File: src/rtl/sdc_pkg.sv
package sdc_pkg;

  // Pin encoding {cs_n, ras_n, cas_n, we_n}
  typedef enum logic [3:0] {
    CMD_NOP   = 4'b0111,
    CMD_ACT   = 4'b0011,
    CMD_RD    = 4'b0101,
    CMD_WR    = 4'b0100,
    CMD_PRE   = 4'b0010,
    CMD_REF   = 4'b0001,
    CMD_DESEL = 4'b1111
  } sd_cmd_e;

  typedef enum logic [1:0] {
    ST_WAKE,
    ST_INIT_PRE,
    ST_INIT_REF,
    ST_RUN
  } ctl_state_e;

  function automatic int max_of(input int a, input int b);
    return (a > b) ? a : b;
  endfunction

endpackage

File: src/rtl/sdc_gap_timer.sv
// Down-counter: a load of N-1 makes `expired` true again N cycles after the
// event whose decision performed the load.
module sdc_gap_timer #(
  parameter int CNT_W = 4
) (
  input  logic             clk,
  input  logic             rst_n,
  input  logic             load,
  input  logic [CNT_W-1:0] load_val,
  output logic             expired
);

  logic [CNT_W-1:0] cnt_q;
  logic [CNT_W-1:0] cnt_d;

  always_comb begin
    cnt_d = cnt_q;
    if (load) begin
      cnt_d = load_val;
    end else if (cnt_q != '0) begin
      cnt_d = cnt_q - 1'b1;
    end
  end

  always_ff @(posedge clk or negedge rst_n) begin
    if (!rst_n) begin
      cnt_q <= '0;
    end else begin
      cnt_q <= cnt_d;
    end
  end

  assign expired = (cnt_q == '0);

endmodule

File: src/rtl/sdc_refresh_timer.sv
// Free-running interval counter; raises `due` once per interval, held until served.
module sdc_refresh_timer #(
  parameter int T_REFI = 780
) (
  input  logic clk,
  input  logic rst_n,
  input  logic served,
  output logic due
);

  localparam int W = (T_REFI > 1) ? $clog2(T_REFI) : 1;

  logic [W-1:0] cnt_q;
  logic [W-1:0] cnt_d;
  logic         due_q;
  logic         due_d;
  logic         wrap;

  assign wrap = (cnt_q == W'(T_REFI - 1));

  always_comb begin
    cnt_d = wrap ? '0 : cnt_q + 1'b1;
    due_d = due_q;
    if (wrap) begin
      due_d = 1'b1;
    end else if (served) begin
      due_d = 1'b0;
    end
  end

  always_ff @(posedge clk or negedge rst_n) begin
    if (!rst_n) begin
      cnt_q <= '0;
      due_q <= 1'b0;
    end else begin
      cnt_q <= cnt_d;
      due_q <= due_d;
    end
  end

  assign due = due_q;

endmodule

File: src/rtl/sdc_read_return.sv
// Tracks reads in flight and captures device data CL cycles after the command.
module sdc_read_return #(
  parameter int T_CL   = 2,
  parameter int DATA_W = 16
) (
  input  logic              clk,
  input  logic              rst_n,
  input  logic              rd_issue,
  input  logic [DATA_W-1:0] dq_in,
  output logic              busy,
  output logic              rd_valid,
  output logic [DATA_W-1:0] rd_data
);

  logic [T_CL:0]     pipe_q;
  logic [T_CL:0]     pipe_d;
  logic              vld_q;
  logic [DATA_W-1:0] data_q;

  assign pipe_d = {pipe_q[T_CL-1:0], rd_issue};

  always_ff @(posedge clk or negedge rst_n) begin
    if (!rst_n) begin
      pipe_q <= '0;
      vld_q  <= 1'b0;
      data_q <= '0;
    end else begin
      pipe_q <= pipe_d;
      vld_q  <= pipe_q[T_CL];
      if (pipe_q[T_CL]) begin
        data_q <= dq_in;
      end
    end
  end

  assign busy     = |pipe_q;
  assign rd_valid = vld_q;
  assign rd_data  = data_q;

endmodule

File: src/rtl/sdram_page_ctrl.sv
module sdram_page_ctrl
  import sdc_pkg::*;
#(
  parameter int ROW_W  = 12,
  parameter int COL_W  = 8,
  parameter int DATA_W = 16,
  parameter int T_CL   = 2,
  parameter int T_RCD  = 3,
  parameter int T_RP   = 2,
  parameter int T_RAS  = 6,
  parameter int T_CMD  = 1,
  parameter int T_RFC  = 4,
  parameter int T_REFI = 780,
  localparam int SA_W   = max_of(ROW_W, COL_W),
  localparam int ADDR_W = ROW_W + COL_W
) (
  input  logic              clk,
  input  logic              rst_n,
  input  logic              req_valid,
  output logic              req_ready,
  input  logic              req_write,
  input  logic [ADDR_W-1:0] req_addr,
  input  logic [DATA_W-1:0] req_wdata,
  output logic              rd_valid,
  output logic [DATA_W-1:0] rd_data,
  output logic              sd_cs_n,
  output logic              sd_ras_n,
  output logic              sd_cas_n,
  output logic              sd_we_n,
  output logic [SA_W-1:0]   sd_addr,
  output logic [DATA_W-1:0] sd_dq_out,
  output logic              sd_dq_oe,
  input  logic [DATA_W-1:0] sd_dq_in
);

  localparam int T_MAX = max_of(max_of(max_of(T_RCD, T_RAS), max_of(T_RP, T_RFC)), T_CMD);
  localparam int CNT_W = $clog2(T_MAX + 1);

  // reset: asserted asynchronously, released on the clock
  logic [1:0] rst_sync_q;
  logic       rst_int_n;

  always_ff @(posedge clk or negedge rst_n) begin
    if (!rst_n) begin
      rst_sync_q <= 2'b00;
    end else begin
      rst_sync_q <= {rst_sync_q[0], 1'b1};
    end
  end
  assign rst_int_n = rst_sync_q[1];

  // state
  ctl_state_e        state_q, state_d;
  sd_cmd_e           cmd_q, cmd_d;
  logic              open_q, open_d;
  logic [ROW_W-1:0]  row_q, row_d;
  logic [SA_W-1:0]   addr_q, addr_d;
  logic [DATA_W-1:0] dq_q, dq_d;
  logic              oe_q, oe_d;

  // timers and helpers
  logic             rcd_ok, ras_ok, quiet_ok;
  logic             act_load, quiet_load;
  logic [CNT_W-1:0] quiet_val;
  logic             ref_due, ref_served;
  logic             rd_busy;

  logic [ROW_W-1:0] req_row;
  logic [COL_W-1:0] req_col;
  logic             row_hit;
  logic             col_ok;
  logic             close_ok;

  assign req_row  = req_addr[ADDR_W-1:COL_W];
  assign req_col  = req_addr[COL_W-1:0];
  assign row_hit  = open_q && (row_q == req_row);
  assign col_ok   = rcd_ok && !(req_write && rd_busy);
  assign close_ok = ras_ok && !rd_busy;

  always_comb begin
    state_d    = state_q;
    cmd_d      = CMD_NOP;
    open_d     = open_q;
    row_d      = row_q;
    addr_d     = addr_q;
    act_load   = 1'b0;
    quiet_load = 1'b0;
    quiet_val  = '0;
    ref_served = 1'b0;
    req_ready  = 1'b0;

    unique case (state_q)
      ST_WAKE: begin
        quiet_load = 1'b1;
        quiet_val  = CNT_W'(T_CMD - 1);
        state_d    = ST_INIT_PRE;
      end
      ST_INIT_PRE: begin
        if (quiet_ok) begin
          cmd_d      = CMD_PRE;
          addr_d     = '0;
          quiet_load = 1'b1;
          quiet_val  = CNT_W'(T_RP - 1);
          state_d    = ST_INIT_REF;
        end
      end
      ST_INIT_REF: begin
        if (quiet_ok) begin
          cmd_d      = CMD_REF;
          quiet_load = 1'b1;
          quiet_val  = CNT_W'(T_RFC - 1);
          state_d    = ST_RUN;
        end
      end
      default: begin
        if (ref_due) begin
          if (open_q) begin
            if (close_ok) begin
              cmd_d      = CMD_PRE;
              addr_d     = '0;
              open_d     = 1'b0;
              quiet_load = 1'b1;
              quiet_val  = CNT_W'(T_RP - 1);
            end
          end else if (quiet_ok) begin
            cmd_d      = CMD_REF;
            quiet_load = 1'b1;
            quiet_val  = CNT_W'(T_RFC - 1);
            ref_served = 1'b1;
          end
        end else if (req_valid) begin
          if (row_hit) begin
            if (col_ok) begin
              cmd_d     = req_write ? CMD_WR : CMD_RD;
              addr_d    = SA_W'(req_col);
              req_ready = 1'b1;
            end
          end else if (open_q) begin
            if (close_ok) begin
              cmd_d      = CMD_PRE;
              addr_d     = '0;
              open_d     = 1'b0;
              quiet_load = 1'b1;
              quiet_val  = CNT_W'(T_RP - 1);
            end
          end else if (quiet_ok) begin
            cmd_d    = CMD_ACT;
            addr_d   = SA_W'(req_row);
            open_d   = 1'b1;
            row_d    = req_row;
            act_load = 1'b1;
          end
        end
      end
    endcase
  end

  assign oe_d = (cmd_d == CMD_WR);
  assign dq_d = oe_d ? req_wdata : dq_q;

  always_ff @(posedge clk or negedge rst_int_n) begin
    if (!rst_int_n) begin
      state_q <= ST_WAKE;
      cmd_q   <= CMD_DESEL;
      open_q  <= 1'b0;
      row_q   <= '0;
      addr_q  <= '0;
      dq_q    <= '0;
      oe_q    <= 1'b0;
    end else begin
      state_q <= state_d;
      cmd_q   <= cmd_d;
      open_q  <= open_d;
      row_q   <= row_d;
      addr_q  <= addr_d;
      dq_q    <= dq_d;
      oe_q    <= oe_d;
    end
  end

  sdc_gap_timer #(.CNT_W(CNT_W)) u_rcd (
    .clk(clk), .rst_n(rst_int_n), .load(act_load),
    .load_val(CNT_W'(T_RCD - 1)), .expired(rcd_ok)
  );

  sdc_gap_timer #(.CNT_W(CNT_W)) u_ras (
    .clk(clk), .rst_n(rst_int_n), .load(act_load),
    .load_val(CNT_W'(T_RAS - 1)), .expired(ras_ok)
  );

  sdc_gap_timer #(.CNT_W(CNT_W)) u_quiet (
    .clk(clk), .rst_n(rst_int_n), .load(quiet_load),
    .load_val(quiet_val), .expired(quiet_ok)
  );

  sdc_refresh_timer #(.T_REFI(T_REFI)) u_refi (
    .clk(clk), .rst_n(rst_int_n), .served(ref_served), .due(ref_due)
  );

  sdc_read_return #(.T_CL(T_CL), .DATA_W(DATA_W)) u_rret (
    .clk(clk), .rst_n(rst_int_n), .rd_issue(cmd_d == CMD_RD),
    .dq_in(sd_dq_in), .busy(rd_busy), .rd_valid(rd_valid), .rd_data(rd_data)
  );

  assign {sd_cs_n, sd_ras_n, sd_cas_n, sd_we_n} = cmd_q;
  assign sd_addr   = addr_q;
  assign sd_dq_out = dq_q;
  assign sd_dq_oe  = oe_q;

endmodule

File: config.mk
export PLATFORM = sky130hd
export DESIGN_NAME = sdram_page_ctrl
export DESIGN_NICKNAME = d
export VERILOG_FILES = /design/src/rtl/sdc_pkg.sv /design/src/rtl/sdc_gap_timer.sv /design/src/rtl/sdc_refresh_timer.sv /design/src/rtl/sdc_read_return.sv /design/src/rtl/sdram_page_ctrl.sv
export SDC_FILE = /design/constraint.sdc
export NUM_CORES = 1
export LEC_CHECK = 0
export BUFFER_PORTS_ARGS = -buffer_cell sky130_fd_sc_hd__buf_2
export CORE_MARGIN = 5
export CORE_UTILIZATION = 35
export CTS_CLUSTER_DIAMETER = 30
export DETAILED_ROUTE_END_ITERATION = 16
export GPL_TIMING_DRIVEN = 0
export MAX_ROUTING_LAYER = met4
export SYNTH_ARGS = -nofsm -noshare
export SYNTH_HDL_FRONTEND = slang
export SYNTH_SLANG_ARGS = --single-unit
export TNS_END_PERCENT = 5
File: constraint.sdc
create_clock -name clk -period 5.02 [get_ports clk]
set_clock_uncertainty 0.2 [all_clocks]
set_input_delay 1.506 -clock clk [delete_from_list [all_inputs] [get_ports clk]]
set_output_delay 1.506 -clock clk [all_outputs]
set_load 0.01 [all_outputs]
==> results of run 1 <==
[layout by cell type, fill, tap and decap left out, drive strengths merged, types with 2 or more instances in the layout]
master / count
conb: 2
and3: 2
a31oi: 2
inv: 11
nor3: 15
and4: 3
clkbuf: 23
bufinv: 2
nand3: 5
or3: 12
ha: 12
mux2: 35
nor2: 33
nand4: 5
mux2i: 2
o21ai: 13
nand2b: 10
dfstp: 4
nor4b: 2
a22oi: 4
nor4: 7
or4: 9
xnor2: 7
nor2b: 4
a21o: 2
a21oi: 6
dfrtp: 86
clkinv: 3
buf: 111
xor2: 14
and2: 2
nand2: 63
o211ai: 11
[metrics by stage]
stage               hold WS [ns]  total power, mW  setup slack [ns]
global route               0.166             2.51             0.142
global placement           0.136             1.62             0.272
finish                     0.135             2.34             0.205
detailed placement         0.143             1.65             0.263
CTS                        0.156             2.37             0.252
floorplan                  0.131             1.44             0.727
[registers in the layout (all words and copies together) (netlist names)]
register         cells
row_q               12
u_ras.cnt_q          3
sd_dq_oe             1
u_refi.cnt_q        10
u_quiet.cnt_q        3
sd_dq_out           16
open_q               1
rst_sync_q           2
u_rret.pipe_q        3
u_rcd.cnt_q          3
u_rret.rd_valid      1
state_q              2
sd_addr             12
u_rret.rd_data      16
u_refi.due           1
cmd_q                4
[area by class of cell]
cell class / count / area share
Sequential cell: 90 / 0.410
Multi-Input combinational cell: 294 / 0.372
Clock inverter: 5 / 0.0143
Buffer: 16 / 0.0138
Inverter: 11 / 0.00748
Tap cell: 172 / 0.0390
Clock buffer: 11 / 0.0422
Timing Repair Buffer: 107 / 0.101
[power by group through the flow]
stage | logic [mW] | registers [mW] | clock network, mW
after floorplan | 0.485 | 0.959 | 0
after global placement | 0.660 | 0.955 | 0
after detailed placement | 0.695 | 0.954 | 0
after CTS | 0.700 | 0.942 | 0.731
after global routing | 0.786 | 0.956 | 0.763
final | 0.694 | 0.941 | 0.703
[layer usage]
| layer | GRT usage | part of all wire | up-vias | wire length [um] |
|---|---|---|---|---|
| met1 | 0.191 | 0.47 | 1633 | 4770 |
| met2 | 0.213 | 0.44 | 124 | 4420 |
| li1 | - | - | 1668 | - |
| met4 | 0.0714 | 0.023 | 0 | 230 |
| met3 | 0.0258 | 0.071 | 13 | 723 |
| met5 | - | 0 | - | 0 |
[synth_stat cells (2+ instances only)]
cell type | number | area, um^2
dfrtp_1 | 86 | 2150
nand2_1 | 63 | 236
nor2_1 | 31 | 116
mux2_2 | 25 | 282
nor3_1 | 15 | 75.1
xor2_1 | 14 | 123
o21ai_0 | 13 | 65.1
clkbuf_1 | 12 | 45.0
ha_1 | 12 | 150
inv_1 | 11 | 41.3
or3_1 | 11 | 68.8
mux2_4 | 10 | 150
nand2b_1 | 10 | 62.6
o211ai_1 | 10 | 75.1
or4_1 | 9 | 67.6
xnor2_1 | 7 | 61.3
a21oi_1 | 6 | 30.0
nand3_1 | 5 | 25.0
nand4_1 | 5 | 31.3
a22oi_1 | 4 | 30.0
dfstp_2 | 4 | 105
nor2b_1 | 4 | 25.0
nor4_1 | 4 | 25.0
and4_1 | 3 | 26.3
nor4_2 | 3 | 37.5
a21o_1 | 2 | 15.0
and2_1 | 2 | 12.5
and3_1 | 2 | 12.5
buf_6 | 2 | 22.5
conb_1 | 2 | 7.51
mux2i_1 | 2 | 20.0
nor2_2 | 2 | 12.5
[kinds of logic after synthesis]
group / share of synthesized area
buf+inv: 0.0266
mux: 0.102
xor+xnor: 0.0415
other cells: 0.00170
fa+ha+maj: 0.0339
compound gates: 0.0828
simple gates: 0.202
flops: 0.510
[worst max-delay path by stage]
stage                 start  cells past startpoint         to
6_report       req_addr[10]                      7  req_ready
5_1_grt        req_addr[10]                      7  req_ready
4_1_cts        req_addr[10]                      7  req_ready
3_5_place_dp   req_addr[15]                      7  req_ready
3_3_place_gp    req_addr[9]                      7  req_ready
2_1_floorplan  req_addr[10]                      5  req_ready
==> flow_metrics.py, run 1 <==
metrics = {
    "die": {
        "io_pins": 107,
        "initial_core_util": 0.354,
        "rows": 41,
        "floorplan.die.height_um": 122,
        "design.die.area_mm2": 0.0150,
        "placeableCoreArea_mm2": 0.0125,
        "die_w_um": 122,
    },
    "grt": {
        "grt_first_pass_wirelength_mm": 16.6,
        "grt_start_max_net_pins": 47,
        "overflow": 0,
        "grt_antenna_before_repair": 0,
        "overall_fraction_of_global_route_tracks_in_use": 0.144,
        "vias_in_the_first_global_route": 3381,
    },
    "final_layout": {
        "diodes": 0,
        "n_fill_cell": 1236,
        "post_layout_nonfiller_instances": 706,
        "finalCoreUtilization": 0.441,
        "finalNetCount": 597,
        "multi_input_comb_area_mm2": 0.00205,
        "area.growth.synth_to_final_pct": 24.6,
        "seqCellArea_mm2": 0.00226,
        "layout-drive-gt1-share": 0.331,
        "final_area_mm2": 0.00552,
    },
    "worst_setup_path": {
        "worst-path-max-fanout": 5,
        "r2r_slack_ns": 2.27,
        "r2r.worst_path.cells": 10,
        "critical_path_class": "in2out",
        "critical_path_buf_inv_count": 2,
        "worst_path_most_repeated_cell": "buf_2",
        "crit_path_max_incr_delay_ns": 0.30,
        "arrival_ns": 3.11,
        "critical_path.cell_chain": "buf_2, xor2_1, nor4_1, nand4_1, nor2_2, and4_1, buf_2",
        "critical-path-slowest-cell": "nor4_1",
        "critical-path-top-delay-family": "simple AND/OR/NAND/NOR gates",
        "timing.rr.start": "u_quiet.cnt_q[0]",
        "crit_path_start_kind": "primary input",
        "reg2reg_to": "sd_dq_out[7]",
        "endpoint_kind": "primary output",
        "worst-endpoint-required_ns": 3.31,
    },
    "sta": {
        "fin_setup_tns_ns": 0,
        "rsz_0062_raised_after_global_routing": "false",
        "finalMaxSlewViolations": 0,
        "max-slew-margin-rel": 0.244,
        "post-route-period-util": 0.959,
        "worst_pin_slew_ns": 1.12,
        "maxClockFrequency_mhz": 208,
        "hold_viol_final": 0,
        "period_minus_slack_ns": 4.81,
        "setup_viol_count_final": 0,
    },
    "detailed_routing": {
        "drcViolationCount": 0,
        "detailedRoute.firstPassIterationCount": 4,
        "wirelength_per_cell_um": 14.4,
        "drt_iter0_drc": 206,
        "post_drt_via_cell_ratio": 4.87,
        "finalWirelength_mm": 10.1,
        "antenna_left": 0,
        "via_count": 3438,
    },
    "placement": {
        "routabilityCongestion": 0.888,
        "dp.final_hpwl_mm": 7.68,
        "place_area_mm2": 0.00521,
        "place_inst": 690,
        "portBuffers": 106,
    },
    "power": {
        "worst_ir_drop_vdd_v": 0.000243,
        "power.leakage_nw": 2.87,
        "internal_dissipation_mw": 1.59,
        "seq_power_share": 0.402,
        "switching_portion_of_total_power": 0.320,
        "power_frac_comb": 0.297,
        "pwr_density_cell_mw_per_mm2": 424,
        "netSwitchingPower_mw": 0.747,
        "clock_power_share": 0.301,
    },
    "run_status": {
        "outcome": "finished, final reports clean",
    },
    "yosys": {
        "number_of_synthesized_register_bits": 90,
        "synth_sequential_area_ratio": 0.510,
        "syn_inst_count": 411,
        "synth_enable_flop_cells": 0,
        "avgSynthCellArea_um2": 10.8,
        "post_synth_instance_area_mm2": 0.00443,
        "synthesis.nets": 479,
        "yosys.cell_types.count": 52,
        "synth_warnings": 0,
        "async_reset_ff_frac": 1.00,
        "yosys_most_used_dff": "dfrtp_1",
    },
    "clocking": {
        "clock_sink_count": 90,
        "cts_hold_buffers": 0,
        "cts-htree-levels": 3,
        "tritoncts_clock_tree": "done",
        "cts.repair_timing.setup_buffer_count": 0,
        "clock_path_buffers": 2,
        "worstSkewPairLatency_ns": 0.34,
        "cts.repair.resized": 0,
        "cts_buffers": 9,
        "worst_setup_hold_path_clk_slew_ns": 0.06,
        "clock_tree.root_cell": "clkbuf_16",
    },
    "min_path": {
        "timing.hold.worst.class": "reg2async",
    },
    "job": {
        "cap_viol_max_count": 0,
    },
}
Power figures use the tool's default switching activity.
==> run 2: changes to the inputs <==
PLACE_DENSITY = 0.59   (was unset)
==> run 2 against run 1 <==
Net effect:
- utilization shrank 0.43 points
- sequential share of layout area grew 0.40 points
- die area is the same
- combinational power is 0.6% lower
- register-to-register slack about the same
- clock power decreased by 16%
- critical endpoint unchanged
- largest power group unchanged
==> flow_metrics.py, run 2 (synthesis results as in run 1) <==
metrics = {
    "grt": {
        "overflow": 0,
        "grt_start_max_net_pins": 57,
        "overall_fraction_of_global_route_tracks_in_use": 0.145,
        "global_route.usage.met1": 0.191,
        "grt_antenna_before_repair": 0,
        "gr-usage-met2": 0.217,
        "globalRouteMet3Util": 0.0272,
        "grt_first_pass_wirelength_mm": 16.7,
        "grt_most_used_layer": "met2",
        "vias_in_the_first_global_route": 3388,
    },
    "worst_setup_path": {
        "critPathLaunch": "req_addr[10]",
        "worst-path-max-fanout": 5,
        "r2r.worst_path.cells": 10,
        "timing.rr.start": "u_quiet.cnt_q[0]",
        "arrival_ns": 3.09,
        "r2r_slack_ns": 2.27,
        "critical_path_class": "in2out",
        "endpoint_kind": "primary output",
        "reg2reg_to": "sd_dq_out[5]",
        "crit_path_start_kind": "primary input",
        "worst-endpoint-required_ns": 3.31,
        "endpoint": "req_ready",
    },
    "sta": {
        "hold_viol_final": 0,
        "worst_pin_slew_ns": 1.23,
        "rsz_0062_raised_after_global_routing": "false",
        "period_minus_slack_ns": 4.80,
        "finalMaxSlewViolations": 0,
        "post-route-period-util": 0.956,
        "setup_viol_count_final": 0,
        "timing.hold.ws_ns": 0.0842,
        "max-slew-margin-rel": 0.172,
        "maxClockFrequency_mhz": 208,
        "fin_setup_tns_ns": 0,
    },
    "final_layout": {
        "layout_commonest_cell": "buf_2",
        "layout_common_cells": "buf_2, dfrtp_1, nand2_1",
        "post_layout_nonfiller_instances": 706,
        "diodes": 0,
        "finalCoreUtilization": 0.437,
        "layout-drive-gt1-share": 0.328,
        "area.growth.synth_to_final_pct": 23.4,
        "finalNetCount": 597,
    },
    "die": {
        "design.die.area_mm2": 0.0150,
        "initial_core_util": 0.354,
        "floorplan.die.height_um": 122,
        "rows": 41,
        "io_pins": 107,
        "die_w_um": 122,
        "placeableCoreArea_mm2": 0.0125,
    },
    "clocking": {
        "clock_path_buffers": 2,
        "cts_hold_buffers": 0,
        "cts.repair_timing.setup_buffer_count": 0,
        "tritoncts_clock_tree": "done",
        "cts_buffers": 9,
        "clock_tree.root_cell": "clkbuf_16",
        "worstSkewPairLatency_ns": 0.33,
        "cts.repair.resized": 0,
        "cts-htree-levels": 3,
        "worst_setup_hold_path_clk_slew_ns": 0.06,
        "clock_sink_count": 90,
    },
    "placement": {
        "dp.final_hpwl_mm": 7.79,
        "place_inst": 690,
        "routabilityCongestion": 0.818,
        "portBuffers": 106,
    },
    "detailed_routing": {
        "finalWirelength_mm": 10.2,
        "antenna_left": 0,
        "drt_iter0_drc": 201,
        "drcViolationCount": 0,
        "post_drt_via_cell_ratio": 4.80,
        "via_count": 3387,
        "detailedRoute.firstPassIterationCount": 4,
        "wirelength_per_cell_um": 14.4,
    },
    "power": {
        "worst_ir_drop_vdd_v": 0.000301,
        "power.leakage_nw": 2.84,
        "pwr_density_cell_mw_per_mm2": 407,
    },
    "job": {
        "cap_viol_max_count": 0,
    },
    "run_status": {
        "outcome": "finished, final reports clean",
    },
    "min_path": {
        "timing.hold.worst.class": "reg2async",
    },
}
## run 2: cell types whose count changed in the layout (fill, tap and decap cells not counted)
cell,delta
clkbuf_1,+2
clkinv_4,-1
clkinvlp_4,+1
bufinv_16,-2
## run 2: worst min-delay path by stage
stage                       start             end  slack (ns)  depth (start not counted)
floorplan           rst_sync_q[0]   rst_sync_q[1]        0.13                          0
global placement    rst_sync_q[0]   rst_sync_q[1]        0.14                          0
detailed placement  rst_sync_q[1]     sd_addr[10]        0.11                          0
CTS                 rst_sync_q[1]  u_rcd.cnt_q[1]        0.11                          0
global route        rst_sync_q[1]  u_rcd.cnt_q[1]        0.14                          0
finish              rst_sync_q[1]  u_rcd.cnt_q[0]        0.08                          0
## run 2: final cells by class
| type | instances | area [um^2] |
|---|---|---|
| clock buffer | 13 | 240 |
| inverter | 11 | 41.3 |
| fill | 1242 | 7050 |
| multi-input combinational | 294 | 2050 |
| buffer | 16 | 76.3 |
| tap | 172 | 215 |
| sequential | 90 | 2260 |
| clock inverter | 3 | 17.5 |
| timing repair buffer | 107 | 558 |
## run 2: worst max-delay path, cell delays in order
cell and delay [ns]:
buf_2 0.12, xor2_1 0.17, nor4_1 0.33, nand4_1 0.24
nor2_2 0.27, and4_1 0.29, buf_2 0.16
## run 2: per-layer routing
metal | vias to the layer above | share of wire
met2 | 98 | 0.45
li1 | 1666 | -
met4 | 0 | 0.020
met5 | - | 0
met3 | 11 | 0.057
met1 | 1612 | 0.47
## run 2: report_power, final
part | internal, mW | switching (mW) | total (mW) | leakage [nW]
Combinational | 0.300 | 0.391 | 0.690 | 1.58
Sequential | 0.856 | 0.0835 | 0.940 | 1.14
Clock | 0.334 | 0.257 | 0.591 | 0.124
Total | 1.49 | 0.731 | 2.22 | 2.84
## run 2: per-stage QoR
| stage | setup slack, ns | cell area [um^2] | total power, mW |
|---|---|---|---|
| 2_1_floorplan | 0.727 | 4430 | 1.44 |
| 3_3_place_gp | 0.264 | 5170 | 1.62 |
| 3_5_place_dp | 0.243 | 5210 | 1.65 |
| 4_1_cts | 0.236 | 5460 | 2.26 |
| 5_1_grt | 0.0691 | 5460 | 2.39 |
| 6_report | 0.222 | 5460 | 2.22 |
==> run 3: changes to the inputs <==
ABC_AREA = 1   (was unset)
==> run 3 against run 2 <==
Net effect:
- die area up 7.0%
- final cell count grew 27%
- synthesized cell count is 45% higher
- sequential cell count did not move
- setup slack gained 0.57 ns
- via count grew 21%
- clock power is 16% higher
- largest power group unchanged
- highest routed layer unchanged
==> flow_metrics.py, run 3 <==
metrics = {
    "worst_setup_path": {
        "critical_path_class": "in2out",
        "r2r.worst_path.cells": 11,
        "worst-path-max-fanout": 4,
        "arrival_ns": 2.52,
        "endpoint_kind": "primary output",
        "crit_path_start_kind": "primary input",
        "worst-endpoint-required_ns": 3.31,
    },
    "yosys": {
        "synth_top_family_by_area": "simple AND/OR/NAND/NOR gates",
        "synth.top_cells.by_area": "dfrtp_1, nand2_1, inv_1",
        "synthesis.nets": 662,
        "synth-compound-area-share": 0.0711,
        "number_of_synthesized_register_bits": 90,
        "synth.top_cell.area_share": 0.451,
        "synth_warnings": 0,
        "synth_enable_flop_cells": 0,
        "syn_inst_count": 594,
        "yosys_most_used_dff": "dfrtp_1",
        "synth_xor_xnor_area_share": 0.0202,
        "most_common_cell_in_the_netlist": "nand2_1",
        "netlist_top_cells_count": "nand2_1, dfrtp_1, inv_1, nor2_1, nand3_1",
        "synth-adder-area-share": 0.0315,
        "avgSynthCellArea_um2": 8.03,
        "yosysTopAreaCell": "dfrtp_1",
        "post_synth_mux_area_share": 0.00210,
        "post_synth_instance_area_mm2": 0.00477,
        "synth-simple-area-share": 0.322,
        "yosys.cell_types.count": 42,
        "async_reset_ff_frac": 1.00,
        "synth_sequential_area_ratio": 0.473,
    },
    "placement": {
        "portBuffers": 106,
        "routabilityCongestion": 0.835,
        "dp.final_hpwl_mm": 8.95,
        "place_inst": 877,
    },
    "detailed_routing": {
        "wirelength_per_cell_um": 13.0,
        "antenna_left": 0,
        "via_count": 4106,
        "drt_iter0_drc": 266,
        "finalWirelength_mm": 11.6,
        "post_drt_via_cell_ratio": 4.59,
        "drcViolationCount": 0,
        "detailedRoute.firstPassIterationCount": 4,
    },
    "sta": {
        "period_minus_slack_ns": 4.22,
        "rsz_0062_raised_after_global_routing": "false",
        "finalMaxSlewViolations": 0,
        "worst_pin_slew_ns": 0.629,
        "hold_viol_final": 0,
        "timing.hold.ws_ns": 0.116,
        "fin_setup_tns_ns": 0,
        "maxClockFrequency_mhz": 237,
        "setup_viol_count_final": 0,
        "post-route-period-util": 0.841,
        "max-slew-margin-rel": 0.579,
    },
    "die": {
        "rows": 42,
        "io_pins": 107,
        "placeableCoreArea_mm2": 0.0133,
        "floorplan.die.height_um": 127,
        "design.die.area_mm2": 0.0161,
        "die_w_um": 127,
        "initial_core_util": 0.359,
    },
    "clocking": {
        "tritoncts_clock_tree": "done",
        "cts_hold_buffers": 0,
        "worst_setup_hold_path_clk_slew_ns": 0.06,
        "cts.repair.resized": 0,
        "clock_tree.root_cell": "clkbuf_16",
        "cts-htree-levels": 3,
        "cts_buffers": 9,
        "clock_sink_count": 90,
        "worstSkewPairLatency_ns": 0.35,
        "clock_path_buffers": 2,
        "cts.repair_timing.setup_buffer_count": 0,
    },
    "grt": {
        "grt_antenna_before_repair": 1,
        "overall_fraction_of_global_route_tracks_in_use": 0.153,
        "overflow": 0,
        "grt_first_pass_wirelength_mm": 19.4,
        "vias_in_the_first_global_route": 4007,
        "grt_start_max_net_pins": 52,
    },
    "job": {
        "cap_viol_max_count": 0,
    },
    "min_path": {
        "timing.hold.worst.class": "reg2async",
    },
    "final_layout": {
        "layout_commonest_cell": "nand2_1",
        "area.growth.synth_to_final_pct": 22.8,
        "layout_common_cells": "nand2_1, buf_2, dfrtp_1",
        "post_layout_nonfiller_instances": 894,
        "layout-drive-gt1-share": 0.251,
        "finalNetCount": 780,
    },
    "power": {
        "worst_ir_drop_vdd_v": 0.000189,
        "power.leakage_nw": 3.19,
        "pwr_density_cell_mw_per_mm2": 493,
    },
    "run_status": {
        "outcome": "finished, final reports clean",
    },
}
[run 3: cell types whose count changed in the layout (fill, tap and decap cells not counted), sizes merged, moves of 5 or more]
cell and change:
a21oi +16, clkbuf -8, inv +61, mux2 -35, nand2 +143, nand2b -10
nand3 +39, nor2 +26, nor4 -5, o211ai -10, o21ai +22, or3 -12
or4 -9, xor2 -8
[run 3: power breakdown]
group | switching, mW | internal [mW]
clock network | 0.297 | 0.388
logic | 0.656 | 0.425
registers | 0.158 | 0.961
total | 1.11 | 1.77
[run 3: critical path, cell delays in order]
cell	delay, ns
buf_2	0.09
inv_1	0.06
nand2_1	0.05
nand2_1	0.07
nor2_1	0.10
nand2_1	0.09
nor2_4	0.19
nand4_1	0.15
inv_1	0.08
buf_2	0.12
[run 3: layer usage]
metal / wire length (um) / share of wire / GRT usage / up-vias
li1: - / - / - / 2097
met1: 5000 / 0.43 / 0.187 / 1891
met2: 5690 / 0.49 / 0.249 / 104
met3: 753 / 0.065 / 0.0488 / 14
met4: 131 / 0.011 / 0.0334 / 0
met5: 0 / 0 / - / -
[run 3: cells by family (layout without fill, tap and decap cells)]
kind of cell	count (synthesis)	count (layout)
AND/OR/NAND/NOR	331	331
flip-flops	90	90
buffers and inverters	87	210
AO/OA/AOI/OAI	60	60
adder cells (fa/ha/maj)	12	12
XOR/XNOR	11	11
other	2	3
multiplexers	1	1
[run 3: final timing paths]
path,startpoint,end,slack [ns]
setup / recovery,req_addr[18],req_ready,0.80
setup reg to reg,state_q[1],sd_addr[4],2.57
min in group clk,rst_sync_q[0],rst_sync_q[1],0.16
max in group asynchronous,rst_n,rst_sync_q[1],3.78
hold / removal,rst_sync_q[1],sd_dq_out[9],0.12
hold reg to reg,rst_sync_q[1],sd_dq_out[9],0.12
[run 3: through the flow]
step	total power [mW]	area, um^2	util	worst slack (ns)
finish	2.88	5850	0.440	0.796
global route	3.13	5850	0.440	0.632
CTS	2.92	5850	0.440	0.747
detailed placement	2.23	5550	0.417	0.752
global placement	2.18	5520	0.415	0.773
floorplan	1.86	4770	-	1.17
[run 3: cell type report]
class                   instances  area [um^2]
fillers                      1325         7440
multi-input cells             417         2140
well taps                     176          220
diodes                          1         2.50
clock buffers                   9          225
inverters                      72          272
flip-flops and latches         90         2260
repair buffers                107          558
plain buffers                  15          103
clock inverters                 7         75.1
